--- config.mk ---
export PLATFORM = sky130hd
export DESIGN_NAME = scf_framer
export DESIGN_NICKNAME = d
export VERILOG_FILES = /design/src/rtl/scf_pkg.sv /design/src/rtl/scf_tx.sv /design/src/rtl/scf_rx.sv /design/src/rtl/scf_framer.sv
export SDC_FILE = /design/constraint.sdc
export NUM_CORES = 1
export LEC_CHECK = 0
export ABC_AREA = 1
export CAP_MARGIN = 20
export CORE_MARGIN = 5
export CORE_UTILIZATION = 36
export CTS_CLUSTER_DIAMETER = 50
export DETAILED_ROUTE_END_ITERATION = 6
export GPL_TIMING_DRIVEN = 0
export PLACE_DENSITY = 0.66
export SLEW_MARGIN = 0
export SYNTH_ARGS = -nofsm -noshare
export SYNTH_HDL_FRONTEND = slang
export SYNTH_SLANG_ARGS = --single-unit
export TNS_END_PERCENT = 30
--- constraint.sdc ---
create_clock -name clk -period 1.97 [get_ports clk]
set_clock_uncertainty 0.05 [all_clocks]
set_input_delay 0.197 -clock clk [delete_from_list [all_inputs] [get_ports clk]]
set_output_delay 0.197 -clock clk [all_outputs]
set_load 0.03 [all_outputs]
--- src/rtl/scf_pkg.sv ---
package scf_pkg;

    localparam int DATA_W     = 8;
    localparam int FRAME_BITS = DATA_W + 2;

    typedef enum logic [1:0] {
        TX_IDLE,
        TX_SEND,
        TX_GUARD
    } tx_st_e;

    typedef enum logic [1:0] {
        RX_HUNT,
        RX_START,
        RX_BITS,
        RX_HOLD
    } rx_st_e;

    // Puts a byte in transmission order: identity for bit-0-first, reversal otherwise.
    function automatic logic [DATA_W-1:0] bit_order(input logic [DATA_W-1:0] v,
                                                    input logic msb_first);
        logic [DATA_W-1:0] r;
        for (int k = 0; k < DATA_W; k++) begin
            r[k] = msb_first ? v[DATA_W-1-k] : v[k];
        end
        return r;
    endfunction

endpackage

--- src/rtl/scf_tx.sv ---
module scf_tx
    import scf_pkg::*;
#(
    parameter int TICKS_PER_ETU = 4,
    parameter int GUARD_ETU     = 2
) (
    input  logic              clk,
    input  logic              rst_n,
    input  logic              en,
    input  logic              tick,
    input  logic              msb_first,
    input  logic              invert,
    input  logic              odd,
    input  logic [DATA_W-1:0] tx_data,
    input  logic              tx_valid,
    output logic              tx_ready,
    output logic              line_pull
);

    localparam int SUB_W  = $clog2(TICKS_PER_ETU);
    localparam int CNT_MX = (FRAME_BITS > GUARD_ETU) ? FRAME_BITS : GUARD_ETU;
    localparam int CNT_W  = $clog2(CNT_MX + 1);
    localparam logic [SUB_W-1:0] SUB_LAST  = SUB_W'(TICKS_PER_ETU - 1);
    localparam logic [CNT_W-1:0] BIT_LAST  = CNT_W'(FRAME_BITS - 1);
    localparam logic [CNT_W-1:0] GRD_LAST  = CNT_W'(GUARD_ETU - 1);

    typedef struct packed {
        tx_st_e                st;
        logic [FRAME_BITS-1:0] sh;
        logic [CNT_W-1:0]      bits;
        logic [SUB_W-1:0]      sub;
        logic                  pull;
    } tx_s;

    localparam tx_s TX_RST = '{st: TX_IDLE, sh: '1, bits: '0, sub: '0, pull: 1'b0};

    tx_s state_q, state_d;

    logic [DATA_W-1:0] ordered;
    logic [DATA_W-1:0] levels;
    logic              par_lvl;

    always_comb begin
        ordered = bit_order(tx_data, msb_first);
        levels  = ordered ^ {DATA_W{invert}};
        par_lvl = (^tx_data) ^ odd;

        state_d = state_q;
        unique case (state_q.st)
            TX_IDLE: begin
                if (tx_valid) begin
                    state_d.st   = TX_SEND;
                    state_d.sh   = {par_lvl, levels, 1'b0};
                    state_d.bits = '0;
                    state_d.sub  = '0;
                end
            end
            TX_SEND: begin
                if (tick) begin
                    if (state_q.sub == SUB_LAST) begin
                        state_d.sub = '0;
                        state_d.sh  = {1'b1, state_q.sh[FRAME_BITS-1:1]};
                        if (state_q.bits == BIT_LAST) begin
                            state_d.st   = TX_GUARD;
                            state_d.bits = '0;
                        end else begin
                            state_d.bits = state_q.bits + CNT_W'(1);
                        end
                    end else begin
                        state_d.sub = state_q.sub + SUB_W'(1);
                    end
                end
            end
            TX_GUARD: begin
                if (tick) begin
                    if (state_q.sub == SUB_LAST) begin
                        state_d.sub = '0;
                        if (state_q.bits == GRD_LAST) begin
                            state_d.st = TX_IDLE;
                        end else begin
                            state_d.bits = state_q.bits + CNT_W'(1);
                        end
                    end else begin
                        state_d.sub = state_q.sub + SUB_W'(1);
                    end
                end
            end
            default: state_d = TX_RST;
        endcase

        if (!en) begin
            state_d = TX_RST;
        end
        state_d.pull = (state_d.st == TX_SEND) && !state_d.sh[0];
    end

    always_ff @(posedge clk or negedge rst_n) begin
        if (!rst_n) begin
            state_q <= TX_RST;
        end else begin
            state_q <= state_d;
        end
    end

    assign tx_ready  = en && (state_q.st == TX_IDLE);
    assign line_pull = state_q.pull;

    assert_start_low_R2: assert property (@(posedge clk) disable iff (!rst_n)
        (tx_valid && tx_ready) |=> line_pull)
        else $error("start bit not driven after accept");

    assert_released_off_R1: assert property (@(posedge clk) disable iff (!rst_n)
        !en |=> !line_pull)
        else $error("line pulled while disabled");

    assert_busy_not_ready_R6: assert property (@(posedge clk) disable iff (!rst_n)
        line_pull |-> !tx_ready)
        else $error("ready while frame on line");

endmodule

--- src/rtl/scf_rx.sv ---
module scf_rx
    import scf_pkg::*;
#(
    parameter int TICKS_PER_ETU = 4
) (
    input  logic              clk,
    input  logic              rst_n,
    input  logic              en,
    input  logic              tick,
    input  logic              msb_first,
    input  logic              invert,
    input  logic              odd,
    input  logic              line_in,
    output logic [DATA_W-1:0] rx_data,
    output logic              rx_valid,
    output logic              rx_perr,
    input  logic              rx_ready
);

    localparam int SUB_W = $clog2(TICKS_PER_ETU);
    localparam int CNT_W = $clog2(DATA_W + 2);
    localparam logic [SUB_W-1:0] SUB_LAST = SUB_W'(TICKS_PER_ETU - 1);
    localparam logic [SUB_W-1:0] SUB_MID  = SUB_W'(TICKS_PER_ETU / 2 - 1);
    localparam logic [CNT_W-1:0] BIT_LAST = CNT_W'(DATA_W);

    typedef struct packed {
        rx_st_e            st;
        logic [DATA_W:0]   sh;
        logic [CNT_W-1:0]  bits;
        logic [SUB_W-1:0]  sub;
        logic              last;
        logic [DATA_W-1:0] data;
        logic              perr;
    } rx_s;

    localparam rx_s RX_RST = '{st: RX_HUNT, sh: '0, bits: '0, sub: '0,
                               last: 1'b0, data: '0, perr: 1'b0};

    rx_s state_q, state_d;

    logic [DATA_W:0]   sh_next;
    logic [DATA_W-1:0] logical;
    logic [DATA_W-1:0] decoded;

    always_comb begin
        sh_next = {line_in, state_q.sh[DATA_W:1]};
        logical = sh_next[DATA_W-1:0] ^ {DATA_W{invert}};
        decoded = bit_order(logical, msb_first);

        state_d = state_q;
        unique case (state_q.st)
            RX_HUNT: begin
                if (tick) begin
                    state_d.last = line_in;
                    if (state_q.last && !line_in) begin
                        state_d.st  = RX_START;
                        state_d.sub = '0;
                    end
                end
            end
            RX_START: begin
                if (tick) begin
                    if (state_q.sub == SUB_MID) begin
                        state_d.sub = '0;
                        if (!line_in) begin
                            state_d.st   = RX_BITS;
                            state_d.bits = '0;
                        end else begin
                            state_d.st   = RX_HUNT;
                            state_d.last = 1'b1;
                        end
                    end else begin
                        state_d.sub = state_q.sub + SUB_W'(1);
                    end
                end
            end
            RX_BITS: begin
                if (tick) begin
                    if (state_q.sub == SUB_LAST) begin
                        state_d.sub = '0;
                        state_d.sh  = sh_next;
                        if (state_q.bits == BIT_LAST) begin
                            state_d.st   = RX_HOLD;
                            state_d.data = decoded;
                            state_d.perr = ((^decoded) ^ odd) != sh_next[DATA_W];
                        end else begin
                            state_d.bits = state_q.bits + CNT_W'(1);
                        end
                    end else begin
                        state_d.sub = state_q.sub + SUB_W'(1);
                    end
                end
            end
            RX_HOLD: begin
                if (rx_ready) begin
                    state_d.st   = RX_HUNT;
                    state_d.last = 1'b0;
                end
            end
            default: state_d = RX_RST;
        endcase

        if (!en) begin
            state_d = RX_RST;
        end
    end

    always_ff @(posedge clk or negedge rst_n) begin
        if (!rst_n) begin
            state_q <= RX_RST;
        end else begin
            state_q <= state_d;
        end
    end

    assign rx_valid = (state_q.st == RX_HOLD);
    assign rx_data  = state_q.data;
    assign rx_perr  = state_q.perr;

    assert_hold_stable_R10: assert property (@(posedge clk) disable iff (!rst_n)
        (en && rx_valid && !rx_ready) |=> (rx_valid && $stable(rx_data) && $stable(rx_perr)))
        else $error("held byte changed before accept");

    assert_quiet_off_R1: assert property (@(posedge clk) disable iff (!rst_n)
        !en |=> !rx_valid)
        else $error("byte signalled while disabled");

endmodule

--- src/rtl/scf_framer.sv ---
module scf_framer
    import scf_pkg::*;
#(
    parameter int TICKS_PER_ETU = 4,
    parameter int GUARD_ETU     = 2
) (
    input  logic       clk,
    input  logic       rst_n,
    input  logic       mode_en,
    input  logic       tick,
    input  logic       cfg_msb_first,
    input  logic       cfg_invert,
    input  logic       cfg_odd,
    input  logic [7:0] tx_data,
    input  logic       tx_valid,
    output logic       tx_ready,
    output logic [7:0] rx_data,
    output logic       rx_valid,
    input  logic       rx_ready,
    output logic       rx_perr,
    input  logic       line_in,
    output logic       line_pull
);

    initial begin
        assert (TICKS_PER_ETU >= 2 && GUARD_ETU >= 1)
            else $error("TICKS_PER_ETU must be >= 2 and GUARD_ETU >= 1");
    end

    scf_tx #(
        .TICKS_PER_ETU(TICKS_PER_ETU),
        .GUARD_ETU    (GUARD_ETU)
    ) u_tx (
        .clk      (clk),
        .rst_n    (rst_n),
        .en       (mode_en),
        .tick     (tick),
        .msb_first(cfg_msb_first),
        .invert   (cfg_invert),
        .odd      (cfg_odd),
        .tx_data  (tx_data),
        .tx_valid (tx_valid),
        .tx_ready (tx_ready),
        .line_pull(line_pull)
    );

    scf_rx #(
        .TICKS_PER_ETU(TICKS_PER_ETU)
    ) u_rx (
        .clk      (clk),
        .rst_n    (rst_n),
        .en       (mode_en),
        .tick     (tick),
        .msb_first(cfg_msb_first),
        .invert   (cfg_invert),
        .odd      (cfg_odd),
        .line_in  (line_in),
        .rx_data  (rx_data),
        .rx_valid (rx_valid),
        .rx_perr  (rx_perr),
        .rx_ready (rx_ready)
    );

endmodule

==> impl_summary.log <==
[metrics] placer's final routability congestion estimate: 0.870
[metrics] critical path fanouts, max: 5
[metrics] setup-violating endpoint count in the final report: 0
[metrics] post-synthesis cell type count: 43
[metrics] transition at the pin with the smallest max-transition slack: 0.440 ns
[metrics] element type at the critical path end: output pin
[metrics] Total Routing Usage GR: 14.0%
[metrics] Syn Inst Count: 431
[metrics] kind of critical path: flip-flop to output pin
[metrics] detailed-routing iteration count for the pre-antenna-repair pass: 4
[metrics] Post-synth EDFFs: 0
[metrics] max cap viols: 0
[metrics] Bufs on Longest Clock Path: 2
[metrics] total congestion overflow after global routing: 0
[metrics] I/O pin count: 30
[metrics] Power Density: 737 nW/um^2
[metrics] detailed-placement wirelength estimate: 5690 um
[metrics] Die W: 104 um
[metrics] synthesized netlist net count: 462
[metrics] Die Span Y: 104 um
[metrics] Worst Setup Slack, final: 0.0817 ns
[metrics] data arrival at the endpoint of the critical path: 1.64 ns
[metrics] minimum clock period: 1.89 ns
[metrics] number of routed nets with antenna violations: 0
[metrics] Max-slew headroom: 70.7%
[metrics] Detailed Route Iter0 Violations: 151
[metrics] first-pass GRT wire length: 13,100 um
[metrics] Core Region: 8720 sq um
[metrics] most repeated cell in the gate-level netlist after synthesis: nand2_1
[metrics] buffer and inverter count on the worst path: 1
[metrics] synthesis warning total: 0
[metrics] starting utilization of the core area: 36.8%
[metrics] fmax: 530 MHz
[metrics] count of fill cells added during filler insertion: 862
[metrics] Layout area overhead: 18.3%
[metrics] H-tree depth: 2
[metrics] Critical-path top delay cell: dfrtp_1
[metrics] number of antenna cells inserted: 0
[metrics] number of hold-slack violations in the final timing report: 0
[metrics] fraction of synthesis flops using an asynchronous set or reset pin: 100%
[metrics] number of nets in the final layout: 503
[metrics] area taken by flip-flops and latches: 1140 sq um
[metrics] Primary FF master, synth: dfrtp_1
[metrics] critical path cell sequence: or2_2 > nor2_1 > dlygate4sd2_1
[metrics] leading post-synthesis cells by cell area: dfrtp_1, nand2_1, dfstp_2, nand3_1, o21ai_0
[metrics] Static Leakage: 0.00178 uW
[metrics] RSZ-0062 raised after global routing: false
[metrics] commonest cells in the netlist: nand2_1, inv_1, nand3_1, o21ai_0, dfrtp_1
[metrics] post-route clock period utilization: 95.9%
[metrics] number of buffers inserted during clock tree synthesis: 5
[metrics] timing startpoint of the critical path: u_tx.state_q[17]
[metrics] largest net degree at the start of global routing: 36
[metrics] area of the die: 10,900 sq um
[metrics] share of synthesized area occupied by flip-flops and latches: 35.4%
[metrics] Detailed Route WL: 7430 um
[metrics] combined area of the multi-input logic cells: 1730 sq um
[metrics] Port-buffer cells: 27
[metrics] setup slack at placement: -0.189 ns
[metrics] placed instance area: 3630 sq um
[metrics] Crit path max-delay family: simple AND/OR/NAND/NOR gates
[metrics] Row Count: 34
[metrics] crit-path max cell delay: 0.44 ns
[metrics] worst hold-check path type: primary input to async pin
[metrics] critical register-to-register path startpoint: u_rx.state_q[25]
[metrics] flip-flop and latch count after synthesis: 45
[metrics] number of max-slew violations in the final report: 0
[metrics] clock-pin slew on the worst setup and hold paths: 0.09 ns
[metrics] CP Data Required Time: 1.72 ns
[metrics] syn_area_per_cell: 7.45 sq um
[metrics] TritonCTS clock tree: built
[metrics] average via count per standard cell: 5.04
[metrics] run status: complete, no violations
[metrics] ratio of cells with drive above 1 in the final layout: 16.1%
[metrics] count of clock tree sinks: 45
[metrics] initial antenna violation count: 0
[metrics] vias after detailed routing: 2,931
[metrics] Total Neg Setup Slack: 0 ns
[metrics] largest area contributor in the synthesized netlist: dfrtp_1
[metrics] DRC: 0
[metrics] final non-filler cell area: 3800 sq um
[metrics] root buffer selected by CTS: clkbuf_8
[metrics] area fraction of the dominant cell type after synthesis: 27.3%
[metrics] routed length per placed instance: 12.8 um
[metrics] total power consumption of the routed design: 2800 uW
[metrics] netlist area before placement: 3210 sq um
[metrics] Skew-Pair Late Insertion Delay: 0.30 ns
[metrics] crit path launch type: flip-flop
[metrics] tightest hold margin: 0.257 ns
[metrics] number of global-route vias before repair: 2,990
[metrics] largest vdd supply drop: 0.000260 V
[state kept, by name, summed over array words and instances (netlist names)]
name / flops
u_tx.line_pull: 1
u_tx.state_q: 18
u_rx.rx_perr: 1
u_rx.rx_data: 8
u_rx.state_q: 9
u_rx.sh_next: 8
[metrics by stage]
stage / instances / utilization (%)
after floorplan: 431 / -
after global placement: 566 / 41.5
after detailed placement: 567 / 41.7
after CTS: 577 / 43.1
after global routing: 581 / 43.6
final: 581 / 43.6
[report_power, final]
part | switching [uW] | total (uW) | internal [uW]
Clock | 327 | 645 | 318
Sequential | 67.3 | 1110 | 1040
Combinational | 612 | 1050 | 436
[cell families after synthesis]
| kind of cell | Yosys count | share of synthesized area, % |
|---|---|---|
| and+or+nand+nor | 197 | 27.8 |
| buffers and inverters | 72 | 11.2 |
| muxes | 3 | 0.974 |
| AOI/OAI and AO/OA | 86 | 15.5 |
| DFF | 45 | 35.4 |
| adders and majority gates | 13 | 5.06 |
| xor gates and xnor gates | 15 | 4.09 |
[final timing paths]
path	endpoint	slack [ns]	depth (start not counted)
worst max-delay path	tx_ready	0.08	3
worst min-delay path	u_rx.state_q[9]	0.26	2
worst max register to register	u_rx.state_q[15]	0.11	6
worst min register to register	u_rx.rx_perr	0.43	2
max in group asynchronous	u_tx.state_q[8]	1.07	3
min in group clk	u_rx.rx_data[4]	0.26	4
[area by class of cell]
type	instances	share of cell area (%)
Timing Repair Buffer	34	8.73
Tap cell	108	3.56
Clock buffer	7	2.54
Buffer	19	4.08
Multi-Input combinational cell	314	45.6
Clock inverter	1	0.132
Inverter	53	5.37
Sequential cell	45	30.0
[routing by layer]
metal / vias to the layer above / track usage (%) / wire, um
li1: 1504 / - / -
met1: 1376 / 17.8 / 3410
met2: 40 / 23.8 / 3700
met3: 11 / 2.17 / 205
met4: 0 / 5.09 / 121
met5: - / 0 / 0
[worst register-to-register path, cell delays in order, from the launching register on]
cell and delay, ns:
dfrtp_2 0.44, buf_4 0.15, ha_2 0.22, nand2_1 0.10, a31oi_1 0.08, nor4_4 0.33
mux2_2 0.37
[repair_timing]
action | 4_1_cts | 5_1_grt
setup endpoints to repair | 11 | 13
hold endpoints to repair | 10 | 0
resized for setup | 4 | 8
buffers inserted | 1 | 4
hold buffers | 1 | 0
pin swaps | 1 | 1
[cells in the final DEF (no fill, tap or decap), drive strengths merged]
cell type / netlist / final
nor2: 16 / 16
dfrtp: 35 / 35
clkdlybuf4s50: 0 / 25
nand3: 46 / 46
o31ai: 2 / 2
o211ai: 3 / 3
clkinv: 0 / 1
or2: 1 / 1
inv: 53 / 53
a31oi: 6 / 6
nand3b: 1 / 1
o311ai: 2 / 2
xor2: 8 / 8
o22ai: 7 / 7
dfstp: 10 / 10
ha: 13 / 13
dlygate4sd3: 0 / 1
mux2: 1 / 1
a21boi: 1 / 1
buf: 18 / 25
xnor2: 7 / 7
a21o: 2 / 2
mux2i: 2 / 2
nand2: 119 / 119
clkbuf: 1 / 8
nor3: 10 / 10
dlygate4sd2: 0 / 1
nand4: 3 / 3
a21oi: 23 / 23
o21ai: 40 / 40
nor4: 1 / 1
(Power assumes the default switching activity.)
